$ cat src/rtl/edge_ovl_pkg.sv
package edge_ovl_pkg;

   // Overlay mode: bit 1 paints the mask white, bit 0 keeps the original colour
   typedef struct packed {
      logic white;
      logic orig_bg;
   } ovl_cfg_t;

   localparam int OVL_W = $bits(ovl_cfg_t);

endpackage

$ cat src/rtl/edge_ovl_delay.sv
module edge_ovl_delay #(
   parameter int W     = 16,
   parameter int DEPTH = 13
) (
   input  logic         clk,
   input  logic         rst_n,
   input  logic [W-1:0] din,
   output logic [W-1:0] dout
);

   if (W < 1) begin : g_bad_w
      $error("edge_ovl_delay: W must be at least 1");
   end
   if (DEPTH < 0) begin : g_bad_depth
      $error("edge_ovl_delay: DEPTH must not be negative");
   end

   if (DEPTH == 0) begin : g_wire
      assign dout = din;
   end else begin : g_chain
      logic [W-1:0] stg [DEPTH];

      always_ff @(posedge clk or negedge rst_n) begin
         if (!rst_n) begin
            for (int i = 0; i < DEPTH; i++) stg[i] <= '0;
         end else begin
            stg[0] <= din;
            for (int i = 1; i < DEPTH; i++) stg[i] <= stg[i-1];
         end
      end

      assign dout = stg[DEPTH-1];
   end

endmodule

$ cat src/rtl/edge_ovl_cfg.sv
module edge_ovl_cfg
   import edge_ovl_pkg::*;
#(
   parameter logic [OVL_W-1:0] RST_MODE = 2'b01
) (
   input  logic             clk,
   input  logic             rst_n,
   input  logic [OVL_W-1:0] mode_in,
   input  logic             frame_go,
   output ovl_cfg_t         cfg_eff
);

   ovl_cfg_t cfg_q;

   always_ff @(posedge clk or negedge rst_n) begin
      if (!rst_n)        cfg_q <= ovl_cfg_t'(RST_MODE);
      else if (frame_go) cfg_q <= ovl_cfg_t'(mode_in);
   end

   // The frame-start pixel already uses the mode that is being stored
   assign cfg_eff = frame_go ? ovl_cfg_t'(mode_in) : cfg_q;

   // stored mode only moves at a valid frame start
   p_hold_mid_frame_r7: assert property (@(posedge clk) disable iff (!rst_n)
      !frame_go |=> $stable(cfg_q));

   // a valid frame start stores the presented mode
   p_take_at_frame_r8: assert property (@(posedge clk) disable iff (!rst_n)
      frame_go |=> (cfg_q == ovl_cfg_t'($past(mode_in))));

endmodule

$ cat src/rtl/edge_ovl_chan.sv
module edge_ovl_chan
   import edge_ovl_pkg::*;
#(
   parameter int W = 5
) (
   input  logic         clk,
   input  logic         rst_n,
   input  logic [W-1:0] bg_in,
   input  logic         mask,
   input  ovl_cfg_t     cfg,
   output logic [W-1:0] mix_out
);

   if (W < 1) begin : g_bad_w
      $error("edge_ovl_chan: W must be at least 1");
   end

   logic [W-1:0] mix_d;

   always_comb begin
      if (cfg.white && mask) mix_d = '1;
      else if (cfg.orig_bg)  mix_d = bg_in;
      else                   mix_d = '0;
   end

   always_ff @(posedge clk or negedge rst_n) begin
      if (!rst_n) mix_out <= '0;
      else        mix_out <= mix_d;
   end

   // white paint wins over the background
   p_white_paint_r5: assert property (@(posedge clk) disable iff (!rst_n)
      (cfg.white && mask) |=> (mix_out == '1));

   // black background where nothing is painted
   p_black_bg_r3: assert property (@(posedge clk) disable iff (!rst_n)
      (!(cfg.white && mask) && !cfg.orig_bg) |=> (mix_out == '0));

   // original background where nothing is painted
   p_orig_bg_r4: assert property (@(posedge clk) disable iff (!rst_n)
      (!(cfg.white && mask) && cfg.orig_bg) |=> (mix_out == $past(bg_in)));

endmodule

$ cat src/rtl/edge_ovl_mixer.sv
module edge_ovl_mixer
   import edge_ovl_pkg::*;
#(
   parameter int               RED_W     = 5,
   parameter int               GRN_W     = 6,
   parameter int               BLU_W     = 5,
   parameter int               ALIGN_DLY = 13,
   parameter logic [OVL_W-1:0] RST_MODE  = 2'b01,
   localparam int              PIX_W     = RED_W + GRN_W + BLU_W
) (
   input  logic             clk,
   input  logic             rst_n,
   input  logic [OVL_W-1:0] ovl_mode,
   input  logic [PIX_W-1:0] src_rgb,
   input  logic             msk_bit,
   input  logic             msk_vld,
   input  logic             msk_sof,
   input  logic             msk_sol,
   output logic [PIX_W-1:0] mix_rgb,
   output logic             mix_vld,
   output logic             mix_sof,
   output logic             mix_sol
);

   if (RED_W < 1 || GRN_W < 1 || BLU_W < 1) begin : g_bad_fields
      $error("edge_ovl_mixer: every colour field needs at least one bit");
   end

   logic [PIX_W-1:0] bg_rgb;
   ovl_cfg_t         cfg_eff;
   logic             frame_go;

   assign frame_go = msk_vld && msk_sof;

   edge_ovl_delay #(.W(PIX_W), .DEPTH(ALIGN_DLY)) u_align (
      .clk  (clk),
      .rst_n(rst_n),
      .din  (src_rgb),
      .dout (bg_rgb)
   );

   edge_ovl_cfg #(.RST_MODE(RST_MODE)) u_cfg (
      .clk     (clk),
      .rst_n   (rst_n),
      .mode_in (ovl_mode),
      .frame_go(frame_go),
      .cfg_eff (cfg_eff)
   );

   // Channel 0 is blue (lowest bits), 1 is green, 2 is red (highest bits)
   for (genvar c = 0; c < 3; c++) begin : g_chan
      localparam int W  = (c == 0) ? BLU_W : (c == 1) ? GRN_W : RED_W;
      localparam int LO = (c == 0) ? 0 : (c == 1) ? BLU_W : BLU_W + GRN_W;

      logic [W-1:0] ch_out;

      edge_ovl_chan #(.W(W)) u_mix (
         .clk    (clk),
         .rst_n  (rst_n),
         .bg_in  (bg_rgb[LO +: W]),
         .mask   (msk_bit),
         .cfg    (cfg_eff),
         .mix_out(ch_out)
      );

      assign mix_rgb[LO +: W] = ch_out;
   end

   always_ff @(posedge clk or negedge rst_n) begin
      if (!rst_n) begin
         mix_vld <= 1'b0;
         mix_sof <= 1'b0;
         mix_sol <= 1'b0;
      end else begin
         mix_vld <= msk_vld;
         mix_sof <= msk_sof;
         mix_sol <= msk_sol;
      end
   end

   // tags follow the mask stream by exactly one cycle
   p_tags_follow_r9: assert property (@(posedge clk) disable iff (!rst_n)
      1'b1 |=> (mix_vld == $past(msk_vld)) && (mix_sof == $past(msk_sof)) &&
               (mix_sol == $past(msk_sol)));

   // outputs are cleared while reset is held
   p_reset_clear_r1: assert property (@(posedge clk)
      !rst_n |-> (mix_rgb == '0) && !mix_vld && !mix_sof && !mix_sol);

endmodule

$ cat config.mk
export PLATFORM = sky130hd
export DESIGN_NAME = edge_ovl_mixer
export DESIGN_NICKNAME = d
export VERILOG_FILES = /design/src/rtl/edge_ovl_pkg.sv /design/src/rtl/edge_ovl_delay.sv /design/src/rtl/edge_ovl_cfg.sv /design/src/rtl/edge_ovl_chan.sv /design/src/rtl/edge_ovl_mixer.sv
export SDC_FILE = /design/constraint.sdc
export NUM_CORES = 1
export LEC_CHECK = 0
export BUFFER_PORTS_ARGS = -buffer_cell sky130_fd_sc_hd__buf_2
export CORE_MARGIN = 2
export CORE_UTILIZATION = 60
export DETAILED_ROUTE_END_ITERATION = 10
export GPL_ROUTABILITY_DRIVEN = 0
export MAX_ROUTING_LAYER = met4
export PLACE_DENSITY_LB_ADDON = 0.3
export SYNTH_ARGS = -nofsm -noshare
export SYNTH_HDL_FRONTEND = slang
export SYNTH_SLANG_ARGS = --single-unit
$ cat constraint.sdc
create_clock -name clk -period 1.83 [get_ports clk]
set_input_delay 0.183 -clock clk [delete_from_list [all_inputs] [get_ports clk]]
set_output_delay 0.183 -clock clk [all_outputs]
set_load 0.01 [all_outputs]
==> results.cfg <==
[drt]
drc = 0
wl_per_cell_um = 15.6
drt_iter0_markers = 116
antenna_left = 0
first_pass_iters = 3
viasPerCell = 4.58
vias = 2258
routed_wl_um = 7670

[timing]
tightest_slew_ns = 0.633
max_freq_ghz = 0.804
slew_headroom = 0.578
fin_worst_skew_ns = 0.00623
rsz0062_at_grt = no
finalMaxSlewViolations = 0
tns_ns = 0
setup_viol = 0
finalHoldViolCount = 0
fin_crit_sh = 0.680
finalCriticalPeriod_ns = 1.24

[die]
core.rowCount = 36
start_util = 0.611
core_area_um2 = 9680
dieWidth_um = 103
ios = 43
die_h_um = 103
die_area_um2 = 10700

[finish]
final_util = 0.751
instances_no_fill = 493
insertedDiodeCount = 0
drive_gt1_frac = 0.256
nets = 370
area_delta_synth_final_pct = 22.9

[yosys]
netlist_instances = 253
ys_warn_count = 0
synth-seq-cells = 229
syn_nets = 277
synth.cell_area_um2 = 5920
ys_types = 11
syn_avg_cell_area_um2 = 23.4
ys_seq_area_frac = 0.968

[clock_tree]
clk_latency_ns = 0.53
path_clk_slew_ns = 0.06
cts_buffer_depth = 3
ctsHtreeMaxLevel = 1
numCtsBuffers = 21
postCtsSetupBuffers = 0
tritoncts = built
clock_sinks = 229
root_buffer = clkbuf_8

[power_and_ir_drop]
power_switching_w = 0.00195
leakage_nw = 3.48
cellPowerDensity_nw_per_um2 = 1370
ir_drop_mv = 1.02
pwr-share-clk = 0.418
p_seq_frac = 0.547
power.internal_w = 0.00801
p_comb_frac = 0.035
swShare = 0.196

[critical_path]
crit_start = msk_vld
critical-path-max-stage-delay_ns = 0.53
critPathTopFamily = compound AO/OA/AOI/OAI gates
path_max_fanout = 16
crit_chain = dlygate4sd3_1, buf_2, and2_4, o21ai_2, a21o_1
path_buf_inv = 2
required_ns = 2.29
crit_path_end_kind = flop
criticalPathCategory = primary input to flop
slowest_stage = dlygate4sd3_1
cp.arrival_ns = 1.70
worstSetupStartpointType = primary input
r2r_slack_ns = 0.69
r2r-start = u_cfg.cfg_q[1]$_DFF_PN0_

[global_route]
overflow = 0
grt_max_degree = 76
antenna_found_initial = 0
track_usage = 0.166
grt_pass1_wl_um = 12600
grt_pass1_vias = 2623

[place]
post-dp-hpwl_um = 3630
place_inst = 435
io_buffers = 42

[job]
cap_viol_max_count = 0

[min_path]
hold_class = primary input to flop
min_from = ovl_mode[0]

[outcome]
outcome = finished clean
cells by family after synthesis:
group	count (synthesis)	synth area share
and+or+nand+nor	3	0.00317
muxes	2	0.00444
AOI/OAI and AO/OA	17	0.0218
DFF	229	0.968
buffers and inverters	2	0.00275
synthesized netlist by cell type (all sizes together):
library cell  instances  area (um2)
dfstp                 1        26.3
nand2                 1        3.75
and2                  1        8.76
o21ai                 1        8.76
buf                   2        16.3
mux2                  2        26.3
a21o                 16         120
nand4                 1        6.26
dfrtp               228        5710
per-stage QoR:
step | area [um2] | setup WS [ns] | hold slack [ns] | power [W]
floorplan | 5920 | 0.747 | -0.113 | 0.00562
global placement | 6380 | 0.682 | 0.173 | 0.00581
detailed placement | 6380 | 0.610 | 0.188 | 0.00586
CTS | 7280 | 0.590 | 0.0134 | 0.0101
global route | 7280 | 0.480 | 0.0384 | 0.0104
finish | 7280 | 0.587 | 0.0405 | 0.00996
power by group through the flow:
stage	combinational [W]	clock, W	sequential, W
floorplan	0.0000808	0	0.00554
global route	0.000406	0.00451	0.00547
CTS	0.000360	0.00430	0.00546
global placement	0.000305	0	0.00551
detailed placement	0.000322	0	0.00553
finish	0.000348	0.00417	0.00545
routing by layer:
layer / wire length [um] / global-route usage / vias up
met1: 2860 / 0.184 / 1202
met2: 4400 / 0.306 / 65
met5: 0 / - / -
li1: - / - / 981
met4: 60 / 0.0466 / 0
met3: 354 / 0.0336 / 10
worst paths after layout:
check | cells past startpoint | endpoint
min in group asynchronous | 2 | u_align.g_chain.stg[31]$_DFF_PN0_
max | 5 | g_chan[1].u_mix.mix_out[4]$_DFF_PN0_
max in group asynchronous | 3 | u_align.g_chain.stg[144]$_DFF_PN0_
min | 2 | u_cfg.cfg_q[0]$_DFF_PN1_
min reg2reg | 0 | u_align.g_chain.stg[174]$_DFF_PN0_
max reg2reg | 3 | g_chan[1].u_mix.mix_out[4]$_DFF_PN0_
placed cells by master (no fill, tap or decap), drive strengths merged:
master	synthesis	routed
dfrtp	228	228
buf	2	51
clkbuf	0	29
dlygate4sd3	0	21
a21o	16	16
clkinv	0	6
bufinv	0	2
mux2	2	2
and2	1	1
nand2	1	1
nand4	1	1
o21ai	1	1
dfstp	1	1
timing repair:
action	CTS	global route
resized for setup	0	0
hold buffers	21	0
hold endpoints to repair	86	0
registers in the layout (all words and copies together) (netlist names):
| name | count |
|---|---|
| u_cfg.cfg_q | 2 |
| mix_vld | 1 |
| mix_sof | 1 |
| g_chan.u_mix.mix_out | 16 |
| u_align.dout | 16 |
| u_align.g_chain.stg | 192 |
| mix_sol | 1 |
area by class of cell:
class / instances / area [um2]
flip-flops and latches: 229 / 5730
fillers: 516 / 2410
clock buffers: 29 / 592
repair buffers: 72 / 523
multi-input cells: 22 / 174
well taps: 133 / 166
clock inverters: 8 / 90.1
Note: power is estimated with default switching activity, not from simulation.
